[src/rtl/pp_rx_pkg.sv]
package pp_rx_pkg;

    localparam int DEF_DATA_W      = 8;
    localparam int DEF_TIMER_W     = 7;
    localparam int DEF_SYNC_STAGES = 2;
    localparam int DEF_MIN_WIDTH   = 3;
    localparam int DEF_TAIL_CYCLES = 3;

    typedef enum logic [2:0] {
        ST_IDLE  = 3'd0,
        ST_STRB  = 3'd1,
        ST_SETUP = 3'd2,
        ST_ACK   = 3'd3,
        ST_TAIL  = 3'd4
    } rx_state_e;

    typedef struct packed {
        logic busy_hs;
        logic ack_hs;
    } hs_mode_t;

    typedef struct packed {
        logic rise;
        logic fall;
    } strb_ev_t;

    function automatic logic hs_any(input hs_mode_t m);
        return m.busy_hs | m.ack_hs;
    endfunction

endpackage

[src/rtl/pp_rx_sync.sv]
module pp_rx_sync
    import pp_rx_pkg::*;
#(
    parameter int STAGES = DEF_SYNC_STAGES
) (
    input  logic     clk,
    input  logic     rst,
    input  logic     din,
    output strb_ev_t ev
);

    logic [STAGES-1:0] chain;
    logic              last_q;

    for (genvar i = 0; i < STAGES; i++) begin : g_stage
        if (i == 0) begin : g_first
            always_ff @(posedge clk) begin
                if (rst) chain[0] <= 1'b0;
                else     chain[0] <= din;
            end
        end else begin : g_next
            always_ff @(posedge clk) begin
                if (rst) chain[i] <= 1'b0;
                else     chain[i] <= chain[i-1];
            end
        end
    end

    always_ff @(posedge clk) begin
        if (rst) last_q <= 1'b0;
        else     last_q <= chain[STAGES-1];
    end

    assign ev.rise = chain[STAGES-1] & ~last_q;
    assign ev.fall = ~chain[STAGES-1] & last_q;

endmodule

[src/rtl/pp_rx_timer.sv]
module pp_rx_timer #(
    parameter int W = 7
) (
    input  logic         clk,
    input  logic         rst,
    input  logic         clr,
    input  logic         load,
    input  logic [W-1:0] load_val,
    output logic         zero
);

    logic [W-1:0] cnt_q;

    always_ff @(posedge clk) begin
        if (rst || clr)        cnt_q <= '0;
        else if (load)         cnt_q <= load_val;
        else if (cnt_q != '0)  cnt_q <= cnt_q - W'(1);
    end

    assign zero = (cnt_q == '0);

endmodule

[src/rtl/pp_rx_ctrl.sv]
module pp_rx_ctrl
    import pp_rx_pkg::*;
#(
    parameter int TIMER_W     = DEF_TIMER_W,
    parameter int MIN_WIDTH   = DEF_MIN_WIDTH,
    parameter int TAIL_CYCLES = DEF_TAIL_CYCLES
) (
    input  logic               clk,
    input  logic               rst,
    input  logic               soft_rst,
    input  hs_mode_t           mode,
    input  logic [TIMER_W-1:0] setup_cnt,
    input  logic [TIMER_W-1:0] width_cnt,
    input  logic               dma_en,
    input  logic               fifo_full,
    input  strb_ev_t           ev,
    input  logic               tmr_zero,
    output logic               tmr_load,
    output logic [TIMER_W-1:0] tmr_val,
    output logic               capture,
    output logic               ack_out,
    output logic               busy_out,
    output logic               idle
);

    localparam logic [TIMER_W-1:0] MIN_W     = TIMER_W'(MIN_WIDTH);
    localparam logic [TIMER_W-1:0] TAIL_LOAD = TIMER_W'(TAIL_CYCLES - 1);

    rx_state_e          state_q, nxt;
    logic [TIMER_W-1:0] width_eff;
    logic [TIMER_W-1:0] ack_load;
    logic               flow_busy;
    logic               ack_q, busy_q;

    assign width_eff = (width_cnt < MIN_W) ? MIN_W : width_cnt;
    assign ack_load  = width_eff - TIMER_W'(1);
    assign flow_busy = ~dma_en | fifo_full;

    always_comb begin
        nxt      = state_q;
        tmr_load = 1'b0;
        tmr_val  = '0;
        capture  = 1'b0;
        case (state_q)
            ST_IDLE: begin
                if (ev.rise) begin
                    capture = 1'b1;
                    nxt     = ST_STRB;
                end
            end
            ST_STRB: begin
                if (ev.fall) begin
                    if (hs_any(mode)) begin
                        nxt      = ST_SETUP;
                        tmr_load = 1'b1;
                        tmr_val  = setup_cnt;
                    end else begin
                        nxt = ST_IDLE;
                    end
                end
            end
            ST_SETUP: begin
                if (tmr_zero) begin
                    if (mode.ack_hs) begin
                        nxt      = ST_ACK;
                        tmr_load = 1'b1;
                        tmr_val  = ack_load;
                    end else begin
                        nxt = ST_IDLE;
                    end
                end
            end
            ST_ACK: begin
                if (tmr_zero) begin
                    if (mode.busy_hs) begin
                        nxt      = ST_TAIL;
                        tmr_load = 1'b1;
                        tmr_val  = TAIL_LOAD;
                    end else begin
                        nxt = ST_IDLE;
                    end
                end
            end
            ST_TAIL: begin
                if (tmr_zero) nxt = ST_IDLE;
            end
            default: nxt = ST_IDLE;
        endcase
    end

    always_ff @(posedge clk) begin
        if (rst) begin
            state_q <= ST_IDLE;
            ack_q   <= 1'b0;
            busy_q  <= 1'b0;
        end else if (soft_rst) begin
            state_q <= ST_IDLE;
            ack_q   <= 1'b0;
            busy_q  <= flow_busy;
        end else begin
            state_q <= nxt;
            ack_q   <= (nxt == ST_ACK);
            busy_q  <= flow_busy | (mode.busy_hs && (nxt != ST_IDLE));
        end
    end

    assign ack_out  = ack_q;
    assign busy_out = busy_q;
    assign idle     = (state_q == ST_IDLE);

    // flow-control conditions force busy one cycle later
    p_flow_busy_r2: assert property (@(posedge clk) disable iff (rst)
        (!dma_en || fifo_full) |=> busy_out);

    // no acknowledge starts from idle when the ack handshake is off
    p_ack_quiet_r8: assert property (@(posedge clk) disable iff (rst)
        (idle && !mode.ack_hs && !ack_out) |=> !ack_out);

    // an acknowledge that ends on its own lasted at least three cycles
    p_ack_min_width_r9: assert property (@(posedge clk) disable iff (rst)
        ($fell(ack_out) && !$past(soft_rst)) |-> $past(ack_out, 3));

    // busy outlives the acknowledge when both handshakes are on
    p_tail_busy_r7: assert property (@(posedge clk) disable iff (rst)
        ($fell(ack_out) && mode.busy_hs && !$past(soft_rst)) |-> busy_out);

    // soft reset returns to idle with acknowledge low
    p_soft_idle_r11: assert property (@(posedge clk) disable iff (rst)
        soft_rst |=> (idle && !ack_out));

    // acknowledge never shows while idle
    p_idle_no_ack_r12: assert property (@(posedge clk) disable iff (rst)
        idle |-> !ack_out);

endmodule

[src/rtl/pp_rx_handshake.sv]
module pp_rx_handshake
    import pp_rx_pkg::*;
#(
    parameter int DATA_W      = DEF_DATA_W,
    parameter int TIMER_W     = DEF_TIMER_W,
    parameter int SYNC_STAGES = DEF_SYNC_STAGES,
    parameter int MIN_WIDTH   = DEF_MIN_WIDTH,
    parameter int TAIL_CYCLES = DEF_TAIL_CYCLES
) (
    input  logic               clk,
    input  logic               rst,
    input  logic               soft_rst,
    input  logic               cfg_busy_hs,
    input  logic               cfg_ack_hs,
    input  logic [TIMER_W-1:0] cfg_setup,
    input  logic [TIMER_W-1:0] cfg_width,
    input  logic               dma_en,
    input  logic               fifo_full,
    input  logic               strobe_in,
    input  logic [DATA_W-1:0]  data_in,
    output logic               wr_en,
    output logic [DATA_W-1:0]  wr_data,
    output logic               ack_out,
    output logic               busy_out,
    output logic               idle
);

    hs_mode_t           mode;
    strb_ev_t           ev;
    logic               tmr_load, tmr_zero, capture;
    logic [TIMER_W-1:0] tmr_val;
    logic               wr_en_q;
    logic [DATA_W-1:0]  wr_data_q;

    assign mode.busy_hs = cfg_busy_hs;
    assign mode.ack_hs  = cfg_ack_hs;

    pp_rx_sync #(.STAGES(SYNC_STAGES)) u_sync (
        .clk (clk),
        .rst (rst),
        .din (strobe_in),
        .ev  (ev)
    );

    pp_rx_timer #(.W(TIMER_W)) u_timer (
        .clk      (clk),
        .rst      (rst),
        .clr      (soft_rst),
        .load     (tmr_load),
        .load_val (tmr_val),
        .zero     (tmr_zero)
    );

    pp_rx_ctrl #(
        .TIMER_W     (TIMER_W),
        .MIN_WIDTH   (MIN_WIDTH),
        .TAIL_CYCLES (TAIL_CYCLES)
    ) u_ctrl (
        .clk       (clk),
        .rst       (rst),
        .soft_rst  (soft_rst),
        .mode      (mode),
        .setup_cnt (cfg_setup),
        .width_cnt (cfg_width),
        .dma_en    (dma_en),
        .fifo_full (fifo_full),
        .ev        (ev),
        .tmr_zero  (tmr_zero),
        .tmr_load  (tmr_load),
        .tmr_val   (tmr_val),
        .capture   (capture),
        .ack_out   (ack_out),
        .busy_out  (busy_out),
        .idle      (idle)
    );

    always_ff @(posedge clk) begin
        if (rst) begin
            wr_en_q   <= 1'b0;
            wr_data_q <= '0;
        end else begin
            wr_en_q <= capture & ~soft_rst;
            if (capture) wr_data_q <= data_in;
        end
    end

    assign wr_en   = wr_en_q;
    assign wr_data = wr_data_q;

    // a FIFO write lasts a single cycle
    p_single_write_r3: assert property (@(posedge clk) disable iff (rst)
        wr_en |=> !wr_en);

    // busy is already present in the capture cycle when busy handshake is on
    p_busy_on_capture_r4: assert property (@(posedge clk) disable iff (rst)
        (wr_en && cfg_busy_hs) |-> busy_out);

endmodule

[config.mk]
export PLATFORM = sky130hd
export DESIGN_NAME = pp_rx_handshake
export DESIGN_NICKNAME = d
export VERILOG_FILES = /design/src/rtl/pp_rx_pkg.sv /design/src/rtl/pp_rx_sync.sv /design/src/rtl/pp_rx_timer.sv /design/src/rtl/pp_rx_ctrl.sv /design/src/rtl/pp_rx_handshake.sv
export SDC_FILE = /design/constraint.sdc
export NUM_CORES = 1
export LEC_CHECK = 0
export BUFFER_PORTS_ARGS = -buffer_cell sky130_fd_sc_hd__buf_2
export CAP_MARGIN = 15
export CORE_ASPECT_RATIO = 1.2
export CORE_MARGIN = 2
export CORE_UTILIZATION = 45
export CTS_CLUSTER_DIAMETER = 40
export DETAILED_ROUTE_END_ITERATION = 8
export PLACE_DENSITY = 0.72
export SLEW_MARGIN = 20
export SYNTH_ARGS = -nofsm -noshare
export SYNTH_HDL_FRONTEND = slang
export SYNTH_SLANG_ARGS = --single-unit
[constraint.sdc]
create_clock -name clk -period 2.38 [get_ports clk]
set_clock_uncertainty 0.15 [all_clocks]
set_input_delay 0 -clock clk [delete_from_list [all_inputs] [get_ports clk]]
set_output_delay 0 -clock clk [all_outputs]
set_load 0.02 [all_outputs]
# Word-level counts from Yosys, hierarchy flattened
# Index checks and enable logic that the tools add are counted.
# classes
addsub	2
mux	29
eq_ne	5
bitwise_logic	10
reduce_logical	8
order_cmp	1
# op_table
cell	count
7-bit 2-to-1 mux	8
7-bit one-hot mux with 3 select lines	1
3-bit 2-to-1 mux	6
3-bit one-hot mux with 5 select lines	1
7-bit by 1-bit subtractor with 7-bit output, second input constant	2
3-bit by 2-bit equality test with 1-bit output, second input constant	3
1-bit 2-to-1 mux	9
7-bit zero test	1
7-bit by 2-bit < comparator with 1-bit output, second input constant	1
7-bit nonzero test	1
2-bit 2-to-1 mux	3
1-bit inverter	4
1-bit AND	3
3-bit by 1-bit equality test with 1-bit output, second input constant	1
3-bit equality test, second input constant	1
3-bit zero test	1
1-bit bitwise OR	3
1-bit one-hot mux with 3 select lines	1
3-bit nonzero test	1
2-bit nonzero test	1
2-bit OR reduction	1
1-bit logical AND	1
1-bit logical OR	1
# totals
reg_bits	24
word_cells	64
in_bits	30

# Logic depth before layout (Yosys ltp)
# logic_depth
ltp_word	8
ltp_mapped	8
depth_no_buf	7

# Modules after synthesis
# From an unflattened synthesis, not the netlist that was laid out.
# hier_totals
cells_unflattened	154
area_unflattened_um2	1333.8
# by_module_without_submodules
mod	area_each_um2	cells_per_inst	instances
pp_rx_ctrl	481.7	67	1
pp_rx_timer	442.9	51	1
pp_rx_handshake	317.8	28	1
pp_rx_sync	91.3	8	1

# Worst setup path before layout
# No wires, ideal clock.
# synth_timing
kind	register to register
startpoint	reg u_timer.cnt_q[5]
endpoint	reg u_ctrl.busy_q, in the netlist u_ctrl.busy_out
period_less_slack_ps	1884
arrival_time_ps	1607
path_slack_ps	496
setup_ps	127
path_stages_with_launch	7
path_cell_list	dfxtp_1 -> or4_4 -> or2_1 -> buf_6 -> mux2i_1 -> o311ai_1 -> o21ai_1
# synth_between
elab_chain_len	7
word_cells_on_any_way	9
classes_between	5 x mux; 1 x bitwise; 3 x reduce/logical
# synth_lines
element	line_no	source
from (decl)	pp_rx_timer.sv:12	logic [W-1:0] cnt_q;
from (signal assigned)	pp_rx_timer.sv:16	else if (load) cnt_q <= load_val;
from (signal assigned)	pp_rx_timer.sv:17	else if (cnt_q != '0) cnt_q <= cnt_q - W'(1);
7-bit zero test (*)	pp_rx_timer.sv:20	assign zero = (cnt_q == '0);
3-bit 2-to-1 mux, on equally long branches	pp_rx_ctrl.sv:85, pp_rx_ctrl.sv:63, pp_rx_ctrl.sv:74	
3-bit one-hot mux with 5 select lines (*)	pp_rx_ctrl.sv:44	case (state_q)
3-bit nonzero test (*)	pp_rx_ctrl.sv:103	busy_q <= flow_busy | (mode.busy_hs && (nxt != ST_IDLE));
1-bit logical AND (*)	pp_rx_ctrl.sv:103	
1-bit bitwise OR (*)	pp_rx_ctrl.sv:103	
1-bit 2-to-1 mux (*)	pp_rx_ctrl.sv:96	end else if (soft_rst) begin
to (signal assigned)	pp_rx_ctrl.sv:99	busy_q <= flow_busy;
to (signal assigned)	pp_rx_ctrl.sv:103	
to (decl)	pp_rx_ctrl.sv:33	logic ack_q, busy_q;
# Every way passes the cells marked *; elsewhere a longest branch is shown, timed or not.
# A chain may end at the register's enable or synchronous reset.

# Worst setup path after layout
# layout_timing
startpoint	reg u_ctrl.state_q[1]
endpoint	reg wr_data_q[4], in the netlist wr_data[4]
# layout_between
elab_chain_len	2
# layout_lines
element	line_no	source
from (decl)	pp_rx_ctrl.sv:29	rx_state_e state_q, nxt;
from (signal assigned)	pp_rx_ctrl.sv:101	state_q <= nxt;
3-bit zero test	pp_rx_ctrl.sv:44	
1-bit 2-to-1 mux	pp_rx_ctrl.sv:44	
to (signal assigned)	pp_rx_handshake.sv:83	if (capture) wr_data_q <= data_in;
to (decl)	pp_rx_handshake.sv:33	logic [DATA_W-1:0] wr_data_q;
# No other way between the ends.

==> flow_metrics.py <==
metrics = {
    "run_status": {
        "outcome": "completed",
    },
    "cells_and_area": {
        "net_count_final": 260,
        "insertedDiodeCount": 0,
        "layout-area-overhead-vs-synth_pct": 49.0,
        "fin_util": 0.689,
        "design_area_sq_mm": 0.00188,
        "final_cell_count_no_fill": 261,
        "layout-drive-gt1-share": 0.247,
    },
    "clock_network": {
        "cts-hold-fix-buffers": 35,
        "numCtsBuffers": 3,
        "cts_post_setup_buffers_inserted": 0,
        "clock-root-buffer": "sky130_fd_sc_hd__clkbuf_4",
        "cts_tree": "done",
        "cts-root-to-sink-buffers": 2,
        "cts.htree.levels": 1,
        "numClockSinks": 24,
        "clk-insertion-delay-late_ns": 0.31,
        "post_cts_resized": 0,
        "path_clk_slew_ns": 0.13,
    },
    "worst_setup_path": {
        "timing.critical_path.from_type": "flop",
        "ff2ff_path_depth": 6,
        "cp_slowest_stage_delay_ns": 0.56,
        "worst-endpoint-required_ns": 2.44,
        "timing.critical_path.cells": "nor3_2, buf_4, nand2_1, nand2_1, a21oi_1, dlygate4sd3_1",
        "worstSetupPathDepth": 6,
        "critical_path_peak_fanout": 10,
        "cp_data_arrival_time_ns": 2.12,
        "cpLargestDelayFamily": "buffers and inverters",
        "worst-path-buf-inv": 2,
        "crit_path_end_kind": "flop",
        "critPathMostFrequentCell": "sky130_fd_sc_hd__nand2_1",
        "timing.critical_path.slowest_stage_cell": "sky130_fd_sc_hd__dlygate4sd3_1",
        "timing_worst_setup_path_type": "flop to flop",
    },
    "synth": {
        "synthesis.area_per_instance_sq_um": 8.42,
        "synth_top_cell_area_share": 0.380,
        "synth_top_cell_by_area": "sky130_fd_sc_hd__dfxtp_1",
        "synth-edff-count": 0,
        "synth.cell_area_sq_mm": 0.00126,
        "main_combinational_cell_family_by_area_after_synthesis": "simple AND/OR/NAND/NOR gates",
        "number_of_register_bits_inferred_by_synthesis": 24,
        "synth-xor-area-share": 0.0416,
        "synth-main-ff-cell": "sky130_fd_sc_hd__dfxtp_1",
        "yosys-mux-area-fraction": 0.0158,
        "area_fraction_in_compound_gates_after_synthesis": 0.187,
        "post_synth_and_or_nand_nor_area_fraction": 0.313,
        "synth.distinct_cells": 44,
        "synthesized_instance_count": 150,
        "synth-async-reset-ratio": 0,
        "share_of_synthesized_cell_area_in_full_adder_half_adder_and_majority_cells": 0.0198,
        "post_synthesis_sequential_area_ratio": 0.380,
        "synth.area.top_cells": "sky130_fd_sc_hd__dfxtp_1 38%, sky130_fd_sc_hd__nand2_1 6.8%, sky130_fd_sc_hd__a21oi_1 5.5%",
        "synthesis.nets": 182,
        "ys.warnings.count": 0,
    },
    "sta": {
        "fmax_mhz": 485,
        "max_slew_margin": 0.548,
        "report.final.slew_viol_count": 0,
        "setup_viol_count_final": 0,
        "final-hold-violation-count": 0,
        "fin_setup_tns_ns": 0,
        "grt_setup_unrepaired": "no",
        "final_min_period_over_clock_period": 0.867,
        "worst_slew_pin_slew_ns": 0.671,
        "final.min_clock_period_ns": 2.06,
    },
    "power_and_ir_drop": {
        "p_seq_frac": 0.325,
        "finalPower_mw": 1.66,
        "internal_power_mw": 1.03,
        "peakVddDrop_v": 0.00103,
        "net-switching-power_uw": 633,
        "clockPowerShare": 0.175,
        "cellPowerDensity_mw_per_mm2": 884,
        "part_of_the_power_in_combinational_logic": 0.500,
        "switching_share": 0.380,
        "static-leakage-power_nw": 0.853,
    },
    "global_routing": {
        "gr-usage-all-layers": 0.219,
        "via_count_of_the_first_global_routing_pass": 1342,
        "grt_max_degree": 15,
        "grt_antenna_before_repair": 0,
        "grt_overflow_total": 0,
        "first_pass_grt_wire_length_um": 5380,
    },
    "route": {
        "avgViaCountPerCell": 5.37,
        "detail_route.wl_per_cell_um": 12.3,
        "route.vias.total": 1401,
        "drt-pass1-iter-count": 4,
        "antenna_violating_nets_post_route": 0,
        "dr.first_iter.drc_count": 27,
        "route.detailed.drc": 0,
        "route.final.wire_length_um": 3200,
    },
    "die": {
        "io_pins": 42,
        "number_of_core_rows": 21,
        "initial_utilization": 0.462,
        "die_area_sq_mm": 0.00325,
        "die_height_um": 62.1,
        "core_area_sq_mm": 0.00273,
        "chipWidth_um": 52.4,
    },
    "worst_hold_path": {
        "holdCritPathClass": "input pin to flop",
        "whs_path_depth": 4,
    },
    "place": {
        "place_area_sq_mm": 0.00148,
        "routabilityCongestion": 0.867,
        "dp_hpwl_um": 2080,
        "buffers_on_ports": 41,
        "post-place-cells": 222,
    },
    "run": {
        "drv_cap": 0,
    },
}
==> layout make-up <==
class,instances,area (sq um)
Clock buffer,3,22.5
Clock inverter,1,30.0
Fill cell,220,850
Inverter,2,7.51
Multi-Input combinational cell,119,729
Sequential cell,24,480
Tap cell,34,42.5
Timing Repair Buffer,78,571
==> metal layers <==
layer | track usage | wire length, um
met5 | 0 | 0
met4 | 0.114 | 68
met3 | 0.0311 | 112
met2 | 0.391 | 1640
met1 | 0.255 | 1380
==> power groups by stage <==
stage | Sequential [mW] | Combinational, mW | Clock (mW)
2_1_floorplan | 0.538 | 0.715 | 0
3_3_place_gp | 0.544 | 0.780 | 0
3_5_place_dp | 0.546 | 0.788 | 0
4_1_cts | 0.538 | 0.832 | 0.301
5_1_grt | 0.549 | 0.943 | 0.306
6_report | 0.541 | 0.833 | 0.291
==> synth_stat cells, types with 2 or more instances <==
library cell / number
sky130_fd_sc_hd__or2_2: 2
sky130_fd_sc_hd__dfxtp_1: 24
sky130_fd_sc_hd__xnor2_1: 4
sky130_fd_sc_hd__buf_6: 3
sky130_fd_sc_hd__nand2_1: 23
sky130_fd_sc_hd__or2_1: 2
sky130_fd_sc_hd__a211oi_1: 2
sky130_fd_sc_hd__nand3_1: 8
sky130_fd_sc_hd__nor2_1: 9
sky130_fd_sc_hd__nand4_1: 2
sky130_fd_sc_hd__inv_1: 2
sky130_fd_sc_hd__or2b_2: 2
sky130_fd_sc_hd__nor3_1: 4
sky130_fd_sc_hd__mux2i_1: 2
sky130_fd_sc_hd__and2_1: 3
sky130_fd_sc_hd__a21oi_1: 14
sky130_fd_sc_hd__ha_1: 2
sky130_fd_sc_hd__nand2b_1: 2
sky130_fd_sc_hd__xor2_1: 2
sky130_fd_sc_hd__or3_1: 3
sky130_fd_sc_hd__o21ai_0: 5
sky130_fd_sc_hd__nor2b_1: 5
sky130_fd_sc_hd__a22oi_1: 4
==> through the flow <==
stage	setup slack (ns)	hold slack [ns]
3_5_place_dp	0.375	0.0476
5_1_grt	0.205	0.0628
6_report	0.317	0.0158
2_1_floorplan	0.496	-0.0784
3_3_place_gp	0.409	0.0434
4_1_cts	0.361	0.0159
==> state kept, by name (all words and copies together) (netlist names) <==
signal           count
u_ctrl.ack_out       1
u_ctrl.busy_out      1
u_ctrl.state_q       3
u_sync.chain         2
u_sync.last_q        1
u_timer.cnt_q        7
wr_data              8
wr_en                1
==> cells by family (layout without fill, tap and decap cells) <==
family	count (synthesis)	after routing
mux	2	2
simple gates	73	73
flops	24	24
xor+xnor	6	6
compound gates	36	36
fa+ha+maj	2	2
buf+inv	7	84
==> placed cells by master, fill, tap and decap left out, types with 3 or more instances in the layout <==
cell,instances
sky130_fd_sc_hd__buf_2,41
sky130_fd_sc_hd__o21ai_0,5
sky130_fd_sc_hd__nand2_1,23
sky130_fd_sc_hd__and2_1,3
sky130_fd_sc_hd__or3_1,3
sky130_fd_sc_hd__a22oi_1,4
sky130_fd_sc_hd__dfxtp_1,24
sky130_fd_sc_hd__dlygate4sd3_1,35
sky130_fd_sc_hd__nor3_1,4
sky130_fd_sc_hd__nor2_1,9
sky130_fd_sc_hd__nor2b_1,5
sky130_fd_sc_hd__clkbuf_4,3
sky130_fd_sc_hd__a21oi_1,14
sky130_fd_sc_hd__xnor2_1,4
sky130_fd_sc_hd__nand3_1,8
==> final timing paths <==
check / start / end / slack [ns]
worst max-delay path: u_ctrl.state_q[1] / wr_data[4] / 0.32
worst min register to register: u_sync.chain[0] / u_sync.chain[1] / 0.31
worst min-delay path: cfg_width[5] / u_timer.cnt_q[5] / 0.02
worst max register to register: u_ctrl.state_q[1] / wr_data[4] / 0.32
==> worst min-delay path, cell delays in order <==
cell and delay, ns:
sky130_fd_sc_hd__buf_2 0.09, sky130_fd_sc_hd__a32o_1 0.13, sky130_fd_sc_hd__a22oi_1 0.08, sky130_fd_sc_hd__a21oi_1 0.14
No activity file was read; power rests on OpenSTA's default activity.
